## config.mk

```make
export PLATFORM = sky130hd
export DESIGN_NAME = edge_blend_filter
export DESIGN_NICKNAME = d
export VERILOG_FILES = /design/src/rtl/edge_blend_pkg.sv /design/src/rtl/edge_blend_ctrl.sv /design/src/rtl/edge_blend_dp.sv /design/src/rtl/edge_blend_filter.sv
export SDC_FILE = /design/constraint.sdc
export NUM_CORES = 1
export LEC_CHECK = 0
export ABC_AREA = 1
export BUFFER_PORTS_ARGS = -buffer_cell sky130_fd_sc_hd__buf_2
export CAP_MARGIN = 20
export CORE_MARGIN = 2
export CORE_UTILIZATION = 35
export CTS_CLUSTER_SIZE = 12
export DETAILED_ROUTE_END_ITERATION = 10
export PLACE_DENSITY = 0.62
export REMOVE_ABC_BUFFERS = 1
export SETUP_SLACK_MARGIN = 0.15
export SLEW_MARGIN = 40
export SYNTH_ARGS = -nofsm -noshare
export SYNTH_HDL_FRONTEND = slang
export SYNTH_SLANG_ARGS = --single-unit
```

## constraint.sdc

```tcl
create_clock -name clk -period 7.8 [get_ports clk]
set_input_delay 1.17 -clock clk [delete_from_list [all_inputs] [get_ports clk]]
set_output_delay 1.17 -clock clk [all_outputs]
set_load 0.02 [all_outputs]
```

## src/rtl/edge_blend_pkg.sv

```systemverilog
package edge_blend_pkg;
  // Strobes from the line sequencer to the arithmetic path
  typedef struct packed {
    logic loadLine;  // a line is accepted this cycle
    logic rndBit;    // rounding bit for that line
    logic lastLine;  // that line closes the edge
  } ctrlStrobes_t;
endpackage

```

## src/rtl/edge_blend_ctrl.sv

```systemverilog
module edge_blend_ctrl
  import edge_blend_pkg::*;
#(
  parameter int LINES = 8
) (
  input  logic         clk,
  input  logic         rst_n,
  input  logic         inValid,
  input  logic         startEdge,
  output ctrlStrobes_t strb
);
  localparam int CNT_W = (LINES > 1) ? $clog2(LINES) : 1;
  localparam logic [CNT_W-1:0] LAST_IDX = CNT_W'(LINES - 1);

  logic [CNT_W-1:0] lineIdx;
  logic             rndState;
  logic [CNT_W-1:0] effIdx;
  logic             effRnd;

  // A start pulse overrides the stored position for the current line
  always_comb begin
    effIdx = startEdge ? '0 : lineIdx;
    effRnd = startEdge ? 1'b1 : rndState;
    strb.loadLine = inValid;
    strb.rndBit   = effRnd;
    strb.lastLine = (effIdx == LAST_IDX);
  end

  always_ff @(posedge clk or negedge rst_n) begin
    if (!rst_n) begin
      lineIdx  <= '0;
      rndState <= 1'b1;
    end else if (inValid) begin
      if (effIdx == LAST_IDX) begin
        lineIdx  <= '0;
        rndState <= 1'b1;
      end else begin
        lineIdx  <= effIdx + 1'b1;
        rndState <= ~effRnd;
      end
    end else if (startEdge) begin
      lineIdx  <= '0;
      rndState <= 1'b1;
    end
  end
endmodule

```

## src/rtl/edge_blend_dp.sv

```systemverilog
module edge_blend_dp
  import edge_blend_pkg::*;
#(
  parameter int PIX_W = 8
) (
  input  logic             clk,
  input  logic             rst_n,
  input  ctrlStrobes_t     strb,
  input  logic             dirVert,
  input  logic [PIX_W-1:0] pixA,
  input  logic [PIX_W-1:0] pixB,
  input  logic [PIX_W-1:0] pixC,
  input  logic [PIX_W-1:0] pixD,
  output logic             outValid,
  output logic             outDirVert,
  output logic [PIX_W-1:0] outA,
  output logic [PIX_W-1:0] outB,
  output logic [PIX_W-1:0] outC,
  output logic [PIX_W-1:0] outD,
  output logic             edgeDone
);
  // Three guard bits: sign plus headroom for a sum of two differences
  localparam int CALC_W = PIX_W + 3;
  localparam int EXT_W  = CALC_W - PIX_W;
  localparam logic signed [CALC_W-1:0] MAXV = CALC_W'((1 << PIX_W) - 1);
  localparam logic signed [CALC_W-1:0] OFS_OUT = CALC_W'(3);
  localparam logic signed [CALC_W-1:0] OFS_IN  = CALC_W'(4);

  function automatic logic [PIX_W-1:0] satPix(input logic signed [CALC_W-1:0] v);
    if (v < 0)         satPix = '0;
    else if (v > MAXV) satPix = MAXV[PIX_W-1:0];
    else               satPix = v[PIX_W-1:0];
  endfunction

  logic signed [CALC_W-1:0] sA, sB, sC, sD, sRnd;
  logic signed [CALC_W-1:0] outerCorr, innerCorr;
  logic signed [CALC_W-1:0] nearOuter, farOuter, nearInner, farInner;

  always_comb begin
    sA   = signed'({{EXT_W{1'b0}}, pixA});
    sB   = signed'({{EXT_W{1'b0}}, pixB});
    sC   = signed'({{EXT_W{1'b0}}, pixC});
    sD   = signed'({{EXT_W{1'b0}}, pixD});
    sRnd = signed'({{(CALC_W-1){1'b0}}, strb.rndBit});
    outerCorr = (sA - sD + OFS_OUT + sRnd) >>> 3;
    innerCorr = (sA - sD + sB - sC + OFS_IN - sRnd) >>> 3;
    nearOuter = sA - outerCorr;
    farOuter  = sD + outerCorr;
    nearInner = sB - innerCorr;
    farInner  = sC + innerCorr;
  end

  always_ff @(posedge clk or negedge rst_n) begin
    if (!rst_n) begin
      outValid   <= 1'b0;
      edgeDone   <= 1'b0;
      outDirVert <= 1'b0;
      outA       <= '0;
      outB       <= '0;
      outC       <= '0;
      outD       <= '0;
    end else begin
      outValid <= strb.loadLine;
      edgeDone <= strb.loadLine & strb.lastLine;
      if (strb.loadLine) begin
        outDirVert <= dirVert;
        outA       <= nearOuter[PIX_W-1:0];
        outB       <= satPix(nearInner);
        outC       <= satPix(farInner);
        outD       <= farOuter[PIX_W-1:0];
      end
    end
  end
endmodule

```

## src/rtl/edge_blend_filter.sv

```systemverilog
module edge_blend_filter
  import edge_blend_pkg::*;
#(
  parameter int PIX_W = 8,
  parameter int LINES = 8
) (
  input  logic             clk,
  input  logic             rst_n,
  input  logic             inValid,
  input  logic             startEdge,
  input  logic             dirVert,
  input  logic [PIX_W-1:0] pixA,
  input  logic [PIX_W-1:0] pixB,
  input  logic [PIX_W-1:0] pixC,
  input  logic [PIX_W-1:0] pixD,
  output logic             outValid,
  output logic             outDirVert,
  output logic [PIX_W-1:0] outA,
  output logic [PIX_W-1:0] outB,
  output logic [PIX_W-1:0] outC,
  output logic [PIX_W-1:0] outD,
  output logic             edgeDone
);
  ctrlStrobes_t strb;

  edge_blend_ctrl #(.LINES(LINES)) u_ctrl (
    .clk(clk), .rst_n(rst_n), .inValid(inValid), .startEdge(startEdge), .strb(strb)
  );

  edge_blend_dp #(.PIX_W(PIX_W)) u_dp (
    .clk(clk), .rst_n(rst_n), .strb(strb), .dirVert(dirVert),
    .pixA(pixA), .pixB(pixB), .pixC(pixC), .pixD(pixD),
    .outValid(outValid), .outDirVert(outDirVert),
    .outA(outA), .outB(outB), .outC(outC), .outD(outD), .edgeDone(edgeDone)
  );
endmodule

```

=== Word-level counts from Yosys, hierarchy flattened ===
Index checks and enable logic that the tools add are counted.

* Register bits: 39
* Latch bits: 0
* RAM bits: 0
* Memory bits (read-only): 0
* Input port bits: 37
* Memories kept: 0

* Add/subtract/negate cells: 12
* $mul: 0
* Divide/modulo/power cells: 0
* Order comparisons: 4
* Equal/unequal tests: 1
* Shift operators: 0
* Mux-type cells: 10
* Bitwise operators: 2
* Reductions and logical operators: 0

{| class="wikitable"
|+ Operators by type and width
! cell !! count
|-
| $mux 8 || 4
|-
| $gt 10x9->1 const B || 2
|-
| $lt 10x1->1 const B || 2
|-
| $add 10x2->11 || 1
|-
| $add 11x4->11 const B || 1
|-
| $sub 11x2->11 || 1
|-
| $sub 11x9->11 || 1
|-
| $add 9x3->10 const B || 1
|-
| $add 9x8->10 || 1
|-
| $add 9x9->10 || 1
|-
| $sub 9x8->10 || 1
|-
| $mux 3 || 3
|-
| $sub 8x8->9 || 1
|-
| $add 8x8->8 || 1
|-
| $sub 8x8->8 || 1
|-
| $add 3x1->3 const B || 1
|-
| $eq 3x3->1 const B || 1
|-
| $mux 1 || 3
|-
| $and 1x1->1 || 1
|-
| $not 1->1 || 1
|}

=== Longest topological paths before layout ===
* Depth in word-level cells: 9
* Mapped depth: 37

=== By module ===
Synthesis repeated with hierarchy kept, for this count alone.

* Cells, all modules: 649
* Area total of the unflattened synthesis: 4474.3 um^2

{| class="wikitable"
|+ By module, submodules not included
! module !! instances !! cells each !! area an instance (um^2)
|-
| edge_blend_dp || 1 || 616 || 4235.3
|-
| edge_blend_ctrl || 1 || 33 || 239.0
|}

=== Worst setup path before layout ===
Ideal clock, no wire load.

* Path kind: input to register
* Start: input port pixA[0]
* End: register u_dp.outC[0]
* Setup time: 0.116 ns
* Arrival: 5.897 ns
* Path slack: 1.787 ns
* Cell stages on the path: 36
* Buffers on the path: 0
* Path through: inv_1 -> ha_1 -> fa_1 -> inv_1 -> nand3_1 -> nand3_1 -> nand2_1 -> nand2_1 -> inv_1 -> ha_1 -> inv_1 -> nor3_1 -> nand2_1 -> o2111ai_1 -> xor2_1 -> ha_1 -> inv_1 -> ha_1 -> ha_1 -> nand2_1 -> inv_1 -> a221oi_1 -> nand2_1 -> xnor2_1 -> inv_1 -> ha_1 -> nand2_1 -> inv_1 -> a21oi_1 -> nand2_1 -> nand2_1 -> nand2_1 -> nand3_1 -> nand3_1 -> nand2_1 -> nand2_1

* Longest elaborated chain between the ends: 9

{| class="wikitable"
|+ Ends and longest elaborated chain
! item !! line !! RTL
|-
| start: declaration || edge_blend_filter.sv:12 || <nowiki>input logic [PIX_W-1:0] pixA,</nowiki>
|-
| $sub 8x8->9 * || edge_blend_dp.sv:46 || <nowiki>innerCorr = (sA - sD + sB - sC + OFS_IN - sRnd) >>> 3;</nowiki>
|-
| $add 9x9->10 * || edge_blend_dp.sv:46 ||
|-
| $sub 11x9->11 * || edge_blend_dp.sv:46 ||
|-
| $add 11x4->11 * || edge_blend_dp.sv:46 ||
|-
| $sub 11x2->11 * || edge_blend_dp.sv:46 ||
|-
| $add 9x8->10 * || edge_blend_dp.sv:50 || <nowiki>farInner = sC + innerCorr;</nowiki>
|-
| $gt 10x9->1 || edge_blend_dp.sv:31 || <nowiki>else if (v > MAXV) satPix = MAXV[PIX_W-1:0];</nowiki>
|-
| $mux 8 || edge_blend_dp.sv:31 ||
|-
| $mux 8 * || edge_blend_dp.sv:30 || <nowiki>if (v < 0) satPix = '0;</nowiki>
|-
| end signal: assignment || edge_blend_dp.sv:69 || <nowiki>outC <= satPix(farInner);</nowiki>
|-
| end: declaration || edge_blend_dp.sv:18 || <nowiki>output logic [PIX_W-1:0] outC,</nowiki>
|}

Every way passes the cells marked *; elsewhere a longest branch is shown, timed or not.
A chain may end at the register's enable or synchronous reset.

=== Worst setup path after layout ===
* Start: input port pixA[0]
* End: register u_dp.outC[3]

The elaborated chain is that of the path after synthesis.

==> run summary <==
clock sink count - 39
Hold-fix buffers, CTS - 0
DRT Wirelength - 10300 um
# resized after CTS - 0
synthesized area - 0.00444 mm2
arrival time at the worst endpoint - 6670 ps
Antenna Nets Post-Route - 0
reg2reg start - u_ctrl.rndState$_DFF_PN1_
clock root buffer - clkbuf_16
Fin. Hold Viols - 0
CTS tree - done
htree depth - 2
Routed WL per cell - 11.7 um
Rows - 41
Async SR Flop Fraction - 100%
Most Frequent Cell on Critical Path - nand2_1
Post-CTS Setup Bufs - 0
Post-Synthesis Cells - 636
Slowest cell on crit path - fa_1
R2R depth - 24
CP max stage delay - 410 ps
ys flop type - dfrtp_1
# fillers - 1355
clock buffer depth - 2
vias per cell - 4.54
via count - 4001
Critical Path End - u_dp.outC[3]$_DFFE_PN0P_
CTS buffer count - 5
FF-to-FF setup slack - 3580 ps
Setup WS pre-CTS - 1050 ps
total of max-cap violations - 0
CP startpoint - pixA[0]
Die W - 117 um
die area - 0.0136 mm2
PortBufs - 71
Worst EP required - 7970 ps
initial core utilization - 35.5%
clock-pin slew on the worst setup and hold paths - 60 ps
Synth cell types - 42
post-synth top area share - 21.4%
Tmin final - 6500 ps
Final Wtd Congestion - 0.937
number of global-route vias before repair - 3684
number of synthesized flops with an enable pin - 0
total number of cells along the worst setup path - 37
Syn Area/Cell - 6.99 um2
share of cells above drive strength 1 - 14.9%
largest net degree at the start of global routing - 40
Yosys reg bits - 39
count leader, synth - nand2_1
# DRC - 0
area leader, netlist - dfrtp_1
first-pass GRT wire length - 17300 um
CP Class - input port to flip-flop
initial antenna violation count - 0
Synth warnings - 0
number of setup violations in the final report - 0
CP endpoint kind - flip-flop
GRT Util Overall - 15.7%
Tcrit/Tclk final - 83.3%
reg-to-reg endpoint - u_dp.outC[3]$_DFFE_PN0P_
Slew @ Worst Pin - 492 ps
CP max FO - 8
Die Y - 117 um
antenna fix cells - 0
clock skew - 6.02 ps
Fin Setup TNS - 0 ps
DRT Pass-1 Iters - 5
I/O pins - 72
worst min path class - flip-flop to flip-flop
final core occ - 41.1%
sequential share of the synthesized area - 22.0%
Post-synth top cells - nand2_1, inv_1, ha_1
CP Launch Type - input port
Layout area overhead - 15.8%
Synth area leaders - dfrtp_1, ha_1, nand2_1
core area - 0.0125 mm2
Overflow after GRT - 0
WP buf/inv - 9
Max transition margin - 67.2%
status - finished clean
post-route setup slack - 1300 ps
f_max - 154 MHz
DRT iter0 DRCs - 202
nets - 824
RSZ-0062 raised after global routing - false
post-DP HPWL - 8770 um
cell family with the largest share of critical-path delay - adder cells
fin. max-slew vios - 0
Clock Latency Late Sink - 280 ps
[final cells by class]
cell class	instances	area [um2]	share of cell area [%]
multi-input combinational	469	2980	58.0
timing repair buffer	72	365	7.10
clock buffer	5	125	2.43
inverter	122	459	8.92
clock inverter	3	20.0	0.389
sequential	39	977	19.0
tap	172	215	4.18
[worst reg2reg max path: stages, from the launching register on]
cell      delay [ps]
dfstp_2          360
nor2_1           230
ha_1             290
a21o_1           160
ha_1             270
nand2_1           40
inv_1             40
o21bai_1          90
fa_1             440
o21ai_2          230
a21oi_1           90
o21ai_0          190
xor2_1           270
inv_1             70
ha_1             330
nand2_1           80
inv_1             50
a21oi_1          130
nand2_1          110
nand2_1           90
nand2_1           60
nand3_1          210
nand3_1          110
nand2_1           90
nand2_1           50
[sequential cells by signal, indices dropped and copies added, names as in the netlist]
signal,count
u_dp.edgeDone,1
u_dp.outD,8
u_ctrl.lineIdx,3
u_dp.outB,8
u_ctrl.rndState,1
u_dp.outValid,1
u_dp.outA,8
u_dp.outC,8
u_dp.outDirVert,1
[cell families after synthesis]
family / synth area share (%)
AO/OA/AOI/OAI: 10.1
XOR/XNOR: 5.89
adder cells (fa/ha/maj): 23.1
buffers and inverters: 10.8
flip-flops: 22.0
AND/OR/NAND/NOR: 28.0
[cells in the final DEF, fill, tap and decap left out, types with 2 or more instances in the layout]
cell          n
o21bai_1      2
buf_4         2
a31oi_1       8
fa_1          7
a21oi_1      31
buf_2        70
nand3_1      44
nor3_1        2
dfrtp_1      38
nand2_1     193
inv_2         2
clkinvlp_4    2
a21oi_4       2
o221ai_1      2
clkinv_2      2
xor2_1       17
nor2_1       20
clkbuf_16     5
inv_1       119
nand2_2       4
o21ai_0      19
o21ai_2       3
xnor2_1      11
nand3b_1      3
ha_1         71
nand4_1       7
or2_2         4
nor2_2        3
nor2_4        2
[metrics by stage]
step,hold WS (ps),area (um2),std cells
6_report,467,5150,882
4_1_cts,470,5150,882
5_1_grt,485,5150,882
2_1_floorplan,525,4420,630
3_3_place_gp,452,5000,874
3_5_place_dp,454,5000,874
[worst min-delay path by stage]
stage / to / from / slack, ps / depth (start not counted)
after floorplan: u_ctrl.lineIdx[0]$_DFF_PN0_ / u_ctrl.lineIdx[0]$_DFF_PN0_ / 530 / 2
after global placement: u_dp.outA[1]$_DFFE_PN0P_ / u_dp.outA[1]$_DFFE_PN0P_ / 450 / 2
after detailed placement: u_dp.outA[1]$_DFFE_PN0P_ / u_dp.outA[1]$_DFFE_PN0P_ / 450 / 2
after CTS: u_dp.outA[1]$_DFFE_PN0P_ / u_dp.outA[1]$_DFFE_PN0P_ / 470 / 2
after global routing: u_dp.outDirVert$_DFFE_PN0P_ / u_dp.outDirVert$_DFFE_PN0P_ / 480 / 2
final: u_dp.outA[1]$_DFFE_PN0P_ / u_dp.outA[1]$_DFFE_PN0P_ / 470 / 2
[metal layers]
layer | vias up | global-route usage, % | routed length (um)
met5 | - | 0 | 0
met4 | 0 | 3.84 | 136
met3 | 9 | 1.19 | 249
met2 | 64 | 25.0 | 4580
met1 | 1761 | 23.2 | 5360
li1 | 2167 | - | -
Power is left out: the tool's default activity adds up to more than one toggle a clock period on the data nets, which glitch-free logic cannot reach.
